## src/rtl/resched_irq.sv

```systemverilog
module resched_irq #(
  parameter int NTHR = 4,
  parameter int PW   = 9,
  localparam int AW  = $clog2(NTHR + 2),
  localparam int TW  = (NTHR > 1) ? $clog2(NTHR) : 1
) (
  input  logic          clk,
  input  logic          rst_n,
  input  logic          wr_en,
  input  logic [AW-1:0] wr_addr,
  input  logic [PW-1:0] wr_data,
  input  logic [AW-1:0] rd_addr,
  output logic [PW-1:0] rd_data,
  output logic          irq,
  output logic          pending,
  output logic [TW-1:0] tgt_thread
);
  localparam logic [PW-1:0] IDLE = '1;

  logic          en_q, pend_q, irq_q;
  logic [PW-1:0] best_q;
  logic [PW-1:0] prio_q [NTHR];
  logic [NTHR-1:0] worse;
  logic [TW-1:0] first_idx, tgt_q;

  wire wr_ctl  = wr_en && (wr_addr == AW'(0));
  wire wr_best = wr_en && (wr_addr == AW'(1));
  wire fire    = en_q && (|worse);

  for (genvar g = 0; g < NTHR; g++) begin : g_cmp
    assign worse[g] = prio_q[g] > best_q;
  end

  always_comb begin
    first_idx = '0;
    for (int i = NTHR - 1; i >= 0; i--)
      if (worse[i]) first_idx = TW'(i);
  end

  always_ff @(posedge clk) begin
    if (!rst_n) begin
      en_q   <= 1'b0;
      pend_q <= 1'b0;
      irq_q  <= 1'b0;
      best_q <= IDLE;
      tgt_q  <= '0;
      for (int i = 0; i < NTHR; i++) prio_q[i] <= '0;
    end else begin
      irq_q <= fire;
      if (wr_ctl) en_q <= wr_data[0];
      if (fire) best_q <= IDLE;
      else if (wr_best) best_q <= wr_data;
      if (fire) pend_q <= 1'b1;
      else if (wr_ctl && wr_data[1]) pend_q <= 1'b0;
      if (fire) tgt_q <= first_idx;
      for (int i = 0; i < NTHR; i++)
        if (wr_en && wr_addr == AW'(i + 2)) prio_q[i] <= wr_data;
    end
  end

  always_comb begin
    rd_data = '0;
    if (rd_addr == AW'(0)) begin
      rd_data[0] = en_q;
      rd_data[1] = pend_q;
    end else if (rd_addr == AW'(1)) begin
      rd_data = best_q;
    end else begin
      for (int i = 0; i < NTHR; i++)
        if (rd_addr == AW'(i + 2)) rd_data = prio_q[i];
    end
  end

  assign irq        = irq_q;
  assign pending    = pend_q;
  assign tgt_thread = tgt_q;

  assert_irq_pulse_R3: assert property (@(posedge clk) disable iff (!rst_n)
    irq_q |=> !irq_q);
  assert_needs_enable_R5: assert property (@(posedge clk) disable iff (!rst_n)
    irq_q |-> $past(en_q));
  assert_reload_idle_R6: assert property (@(posedge clk) disable iff (!rst_n)
    irq_q |-> best_q == IDLE);
  assert_pending_set_R7: assert property (@(posedge clk) disable iff (!rst_n)
    irq_q |-> pend_q);
  assert_tgt_stable_R8: assert property (@(posedge clk) disable iff (!rst_n)
    !irq_q |-> $stable(tgt_q));
endmodule

```

## config.mk

```make
export PLATFORM = sky130hd
export DESIGN_NAME = resched_irq
export DESIGN_NICKNAME = d
export VERILOG_FILES = /design/src/rtl/resched_irq.sv
export SDC_FILE = /design/constraint.sdc
export NUM_CORES = 1
export LEC_CHECK = 0
export BUFFER_PORTS_ARGS = -buffer_cell sky130_fd_sc_hd__buf_4
export CAP_MARGIN = 0
export CORE_MARGIN = 3
export CORE_UTILIZATION = 54
export DETAILED_ROUTE_END_ITERATION = 10
export PLACE_DENSITY = 0.75
export SLEW_MARGIN = 10
export SYNTH_ARGS = -nofsm -noshare
export SYNTH_HDL_FRONTEND = slang
export SYNTH_SLANG_ARGS = --single-unit
```

## constraint.sdc

```tcl
create_clock -name clk -period 2.1 [get_ports clk]
set_clock_uncertainty 0.2 [all_clocks]
set_input_delay 0.42 -clock clk [delete_from_list [all_inputs] [get_ports clk]]
set_output_delay 0.42 -clock clk [all_outputs]
set_load 0.05 [all_outputs]
```

==> impl_results.md, run 1 <==
- Status: finished, violations left
- Violated checks: negative setup slack
- Worst path cell trace: ha_4 > nand4_1 > nor3_1 > o22ai_2 > o21ai_2 > buf_6 > o2111ai_4
- Psw: 756 µW
- Initial antenna violation count: 0
- Hold_ws: 185 ps
- Worst reg-to-reg path cell count: 7
- DR iter-0 viols: 230
- Slowest CP cell: edfxtp_1
- Port Buffers: 30
- DRT Wirelength: 11100 µm
- Die ar.: 6830 µm²
- Power consumption: 2.41 mW
- Die Y: 82.6 µm
- CP peak stage delay: 500 ps
- EDFF count, synth: 36
- Adder-cell share of the synthesized area: 0.142
- First-pass DRT Iterations: 5
- Worst-path fanout max: 6
- Via-to-Cell Ratio: 6.44
- Clock-pin slew on the worst setup and hold paths: 90 ps
- Crit path arrival time: 2500 ps
- DP HPWL: 6570 µm
- Clock Latency Late Sink: 310 ps
- Drt wl/cell: 24.2 µm
- # IOs: 31
- Final min period: 2530 ps
- Period Utilization, post-route: 1.20
- Worst Setup End Kind: register
- Final setup violation count: 21
- Worst rel slew slack: 0.550
- Max frequency: 396 MHz
- Tot GR Track Use: 0.303
- Unrepaired setup endpoints after global routing: yes
- Largest net degree at the start of global routing: 19
- P&R area growth vs syn: 48.1%
- Grt total ovfl: 0
- Leak: 1.92 nW
- Hold Crit Start: wr_data[3]
- Power share of the clock group: 0.231
- Starting Density: 0.565
- Mean Syn Cell Area: 10.9 µm²
- Routed vias: 2961
- First-pass GRT wire length: 15100 µm
- Final #Nets: 441
- Sequential power share: 0.484
- Synth Area in Compound Gates: 0.179
- Yosys warns: 0
- Core Rows: 27
- WHS Path Cells: 3
- Comb pwr share: 0.285
- Share of layout cells above drive strength 1: 0.528
- H-tree depth: 2
- Post-Syn Nets: 346
- Die W: 82.6 µm
- Req. time, crit path: 2070 ps
- CP Class: register to register
- Max_cap viols: 0
- Vias in the first global route: 2975
- GRT met3 Usage: 0.0510
- Cell Pwr Density: 513 nW/µm²
- Ant. Diodes: 0
- Post-synthesis mux area share: 0.0489
- Final worst slack: -428 ps
- Worst R2R Setup Slack: -430 ps
- Asr flop ratio synth: 0
- Clock Sinks: 50
- Gr busiest metal: met2
- Worst min path class: primary input to register
- Sequential area share after synthesis: 0.429
- Clock root buffer: clkbuf_8
- Sw frac: 0.314
- Routed Antenna Nets: 0
- XOR/XNOR share of the synthesized area: 0
- Cell-internal power: 1.65 mW
- Hold EP: best_q[3]
- Residual DRC: 0
- FF-to-FF Start: prio_q[0][6]
- Cell Count, Final, Fillers Out: 460
- Largest family of logic cells by synthesized area: compound AO/OA/AOI/OAI gates
- Met2 Track Usage GR: 0.534
- #FFs+latches synth: 50
- Cell Count Post-Placement: 440
- Syn Inst Count: 292
- Main synth FF type: edfxtp_1
- Simple-Gate Fraction of Synth Area: 0.161
- M1 GR Usage: 0.370
- Mapped cell area: 3170 µm²
- Max VDD drop: 0.497 mV
- GPL Wtd Cong: 0.905
- Max Root-Sink Buffers: 2
- CTS Hold Bufs: 0
- Reg2reg end: best_q[6]
- Fin. Hold Viols: 0
- Core ar.: 5610 µm²
- Tightest Pin Transition: 665 ps
- TritonCTS clock tree: built
- Num CTS Buffers: 5
- Count of cell types in the netlist: 35
- Max Slew Vio Count: 0
- CP startpoint kind: register
[worst max-delay path: cells and delay by family (launching register included)]
family                   cells  cell delay, ps
adder cells (fa/ha/maj)      1             330
AND/OR/NAND/NOR              2             630
buffers and inverters        1             180
flip-flops                   1             500
AO/OA/AOI/OAI                3             550
[layer usage]
layer,vias up,part of all wire
met5,-,0
met3,63,0.071
met2,185,0.50
met1,1426,0.38
li1,1287,-
met4,0,0.047
[registers in the layout, summed over array words and instances (netlist names)]
register    cells
en_q            1
irq             1
tgt_thread      2
pending         1
best_q          9
prio_q         36
[worst max path at each step]
stage,startpoint,end,cells past startpoint
CTS,prio_q[3][5],best_q[6],10
global placement,prio_q[1][2],best_q[2],8
finish,prio_q[0][6],best_q[6],7
floorplan,prio_q[1][2],best_q[1],8
detailed placement,best_q[6],best_q[6],9
global route,prio_q[1][4],best_q[6],8
[power by group through the flow]
stage	clock, mW	sequential, mW	combinational, mW
detailed placement	0	1.17	0.533
global route	0.589	1.17	0.718
CTS	0.553	1.15	0.600
global placement	0	1.17	0.517
floorplan	0	1.16	0.320
finish	0.557	1.17	0.687
[through the flow]
step                cell area (µm²)  setup WS [ps]   util  setup TNS (ps)
floorplan                      3300           -122      -           -1150
global placement               4020           -354  0.718           -5080
detailed placement             4020           -383  0.718           -5510
CTS                            4480           -307  0.799           -4050
global route                   4690           -460  0.837           -6210
finish                         4690           -428  0.837           -5430
[cells in the mapped netlist (2+ instances only)]
library cell | n | area [µm²]
mux4_2 | 2 | 45.0
mux2i_1 | 11 | 110
a21oi_1 | 11 | 55.1
a2111oi_4 | 2 | 55.1
nand3_1 | 3 | 15.0
and2_1 | 36 | 225
nor3_1 | 6 | 30.0
buf_1 | 2 | 7.51
a2111oi_2 | 2 | 30.0
buf_2 | 2 | 10.0
inv_1 | 20 | 75.1
nor2_1 | 11 | 41.3
ha_1 | 36 | 450
a21o_1 | 4 | 30.0
a22oi_1 | 7 | 52.6
nand4_1 | 6 | 37.5
nand2_1 | 23 | 86.3
clkbuf_1 | 6 | 22.5
edfxtp_1 | 36 | 1080
o2111ai_2 | 8 | 120
dfxtp_1 | 14 | 280
a211oi_1 | 5 | 37.5
nand3b_1 | 4 | 30.0
o21ai_0 | 14 | 70.1
o22ai_1 | 11 | 68.8
[cell families (layout without fill, tap and decap cells)]
group	count (synthesis)	after routing
and+or+nand+nor	93	93
DFF	50	50
AOI/OAI and AO/OA	69	69
adders and majority gates	36	36
muxes	13	13
buffers and inverters	31	127
[repair_timing]
| item | in CTS | in global routing |
|---|---|---|
| pin swaps | 27 | 32 |
| buffers inserted | 16 | 8 |
| setup endpoints to repair | 22 | 22 |
| gates resized for setup | 61 | 55 |
| gates cloned | 1 | 0 |
[final cells by class]
class                   instances  area [µm²]
well taps                      72        90.1
fillers                       292         913
multi-input cells             211        2230
inverters                      20        90.1
repair buffers                 99         836
clock inverters                 2        8.76
flip-flops and latches         50        1370
clock buffers                   6        72.6
[placed cells by master (no fill, tap or decap), types with 6 or more instances in the layout]
master | synthesis | layout
buf_4 | 0 | 79
and2_1 | 36 | 36
edfxtp_1 | 36 | 36
ha_1 | 36 | 22
buf_6 | 1 | 18
nand2_1 | 23 | 16
ha_4 | 0 | 14
mux2i_1 | 11 | 10
inv_1 | 20 | 9
o22ai_4 | 0 | 9
o21ai_2 | 1 | 9
dfxtp_1 | 14 | 8
nor2_1 | 11 | 7
o2111ai_2 | 8 | 7
inv_2 | 0 | 6
a22oi_2 | 0 | 6
o21ai_0 | 14 | 6
nand4_1 | 6 | 6
a21oi_1 | 11 | 6
dfxtp_2 | 0 | 6
Note: power is estimated with default switching activity, not from simulation.
==> run 2, diff against run 1 <==
CORE_UTILIZATION = 56   (was 54)
CTS_BUF_LIST = sky130_fd_sc_hd__clkbuf_2 sky130_fd_sc_hd__clkbuf_4 sky130_fd_sc_hd__clkbuf_8   (was unset)
PLACE_DENSITY = 0.91   (was 0.75)
==> impl_results.md, run 2 (synthesized netlist as in run 1, its figures left out) <==
- Max VDD drop: 0.727 mV (+46%)
- Vias in the first global route: 3136 (+5.4%)
- Crit path arrival time: 2650 ps (+150 ps)
- Setup TNS: -8160 ps (-2730 ps)
- Final instance area: 4780 µm² (+1.9%)
- Max reg flops: 36 (unchanged)
- Grt total ovfl: 0 (unchanged)
- CP peak stage delay: 460 ps (-40 ps)
- Hold_ws: 179 ps (-5.33 ps)
- Commonest cells after routing, fill and taps aside: 77 x buf_4, 36 x and2_1, 36 x edfxtp_1, 21 x ha_1, 19 x buf_6
- Core Rows: 26 (-3.7%)
- # fillers: 177 (-39%)
- CP Class: register to register
- First-pass DRT Iterations: 5 (unchanged)
- Fin. Hold Viols: 0 (unchanged)
- DRT Wirelength: 14300 µm (+29%)
- Period Utilization, post-route: 1.27 (+0.0619)
- Worst rel slew slack: 0.584 (+0.0341)
- Core ar.: 5300 µm² (-5.4%)
- Die Y: 81.2 µm (-1.7%)
- Clock root buffer: clkbuf_8
- TritonCTS clock tree: built
- GRT met3 Usage: 0.0765 (+0.0255)
- Residual DRC: 0 (unchanged)
- Die ar.: 6600 µm² (-3.3%)
- Clock Sinks: 50 (unchanged)
- Max Root-Sink Buffers: 2 (unchanged)
- # IOs: 31 (unchanged)
- P&R area growth vs syn: 50.8%
- Req. time, crit path: 2090 ps (+20 ps)
- CTS Hold Bufs: 0 (unchanged)
- Final setup violation count: 22 (+4.8%)
- Max_cap viols: 0 (unchanged)
- Unrepaired setup endpoints after global routing: yes
- Clock Latency Late Sink: 320 ps (about the same)
- Placed Area: 4010 µm² (-0.37%)
- Routed Antenna Nets: 0 (unchanged)
- Final worst slack: -558 ps (-130 ps)
- Core Util, Final: 0.902 (+0.0647)
- Ant. Diodes: 0 (unchanged)
- DP HPWL: 7140 µm (+8.7%)
- Routed vias: 3293 (+11%)
- Starting Density: 0.598 (+0.0326)
- Largest Register: prio_q
- Leak: 1.95 nW (+1.6%)
- Met2 Track Usage GR: 0.605 (+0.0714)
- Clock-pin slew on the worst setup and hold paths: 100 ps (about the same)
- Max frequency: 376 MHz (-4.9%)
- Most used cell, CP: a21o_1
- Most common cell after layout, fill and taps aside: buf_4
- Worst-path fanout max: 5 (-1)
- Slowest CP cell: edfxtp_1
- H-tree depth: 2 (unchanged)
- Port Buffers: 30 (unchanged)
- Worst path cell trace: ha_4 > a21o_1 > a21o_1 > a2111oi_4 > o22ai_2 > o21ai_4 > clkbuf_16 > o2111ai_2
- Tot GR Track Use: 0.367 (+0.0640)
- Via-to-Cell Ratio: 7.19 (+12%)
- Status: finished, violations left
- DR iter-0 viols: 521 (+130%)
- Final #Nets: 441 (unchanged)
- Worst Setup End Kind: register
- Share of layout cells above drive strength 1: 0.552 (+0.0232)
- Gr busiest metal: met2
- Bufs and invs on worst path: 1 (unchanged)
- GPL Wtd Cong: 0.972 (+7.5%)
- Violated checks: negative setup slack
- Final min period: 2660 ps (+130 ps)
- Largest net degree at the start of global routing: 19 (unchanged)
- Num CTS Buffers: 5 (unchanged)
- Worst min path class: primary input to register
- Drt wl/cell: 31.3 µm (+29%)
- Initial antenna violation count: 0 (unchanged)
- Cell Pwr Density: 548 nW/µm² (+6.8%)
- CP startpoint kind: register
- M1 GR Usage: 0.427 (+0.0573)
- Die W: 81.2 µm (-1.7%)
- First-pass GRT wire length: 17600 µm (+16%)
- Tightest Pin Transition: 615 ps (-50.4 ps)
- Max Slew Vio Count: 0 (unchanged)
- Top cell family by delay on the critical path: compound AO/OA/AOI/OAI gates
==> run 2: power by group <==
group,switching [mW],internal [mW],total [mW]
logic,0.435,0.322,0.757
registers,0.0547,1.11,1.17
clock network,0.345,0.351,0.696
==> run 2: area by class of cell <==
class / count / area (µm²) / share of cell area
Multi-Input combinational cell: 211 / 2270 / 0.474
Sequential cell: 50 / 1370 / 0.287
Timing Repair Buffer: 99 / 857 / 0.179
Inverter: 20 / 90.1 / 0.0188
Tap cell: 70 / 87.6 / 0.0183
Clock buffer: 5 / 68.8 / 0.0144
Clock inverter: 3 / 40.0 / 0.00837
==> run 2: worst paths after layout <==
| path | start | cells after the start | slack, ps | to |
|---|---|---|---|---|
| worst max register to register | prio_q[3][6] | 8 | -560 | best_q[4] |
| worst max-delay path | prio_q[3][6] | 8 | -560 | best_q[4] |
| worst min register to register | pending | 2 | 370 | pending |
| worst min-delay path | wr_data[7] | 3 | 180 | best_q[7] |
==> run 2: what timing repair did <==
action	CTS	global route
pin swaps	23	28
setup buffers	5	13
endpoints found under the setup margin	22	22
gates cloned	0	1
gates resized for setup	47	77
==> run 2: through the flow <==
| step | setup slack, ps | total power [mW] | instances |
|---|---|---|---|
| after floorplan | -122 | 1.48 | 292 |
| after global placement | -300 | 1.67 | 438 |
| after detailed placement | -395 | 1.71 | 438 |
| after CTS | -352 | 2.41 | 449 |
| after global routing | -641 | 2.66 | 458 |
| final | -558 | 2.62 | 458 |
==> run 2: routing by layer <==
| metal | share of wire | vias to the layer above |
|---|---|---|
| met3 | 0.12 | 140 |
| met4 | 0.10 | 0 |
| met1 | 0.33 | 1526 |
| met2 | 0.45 | 343 |
| met5 | 0 | - |
| li1 | - | 1284 |
==> run 2: tightest hold or removal path: stages <==
cell,delay [ps]
buf_4,110
nand2_1,60
o2111ai_2,70
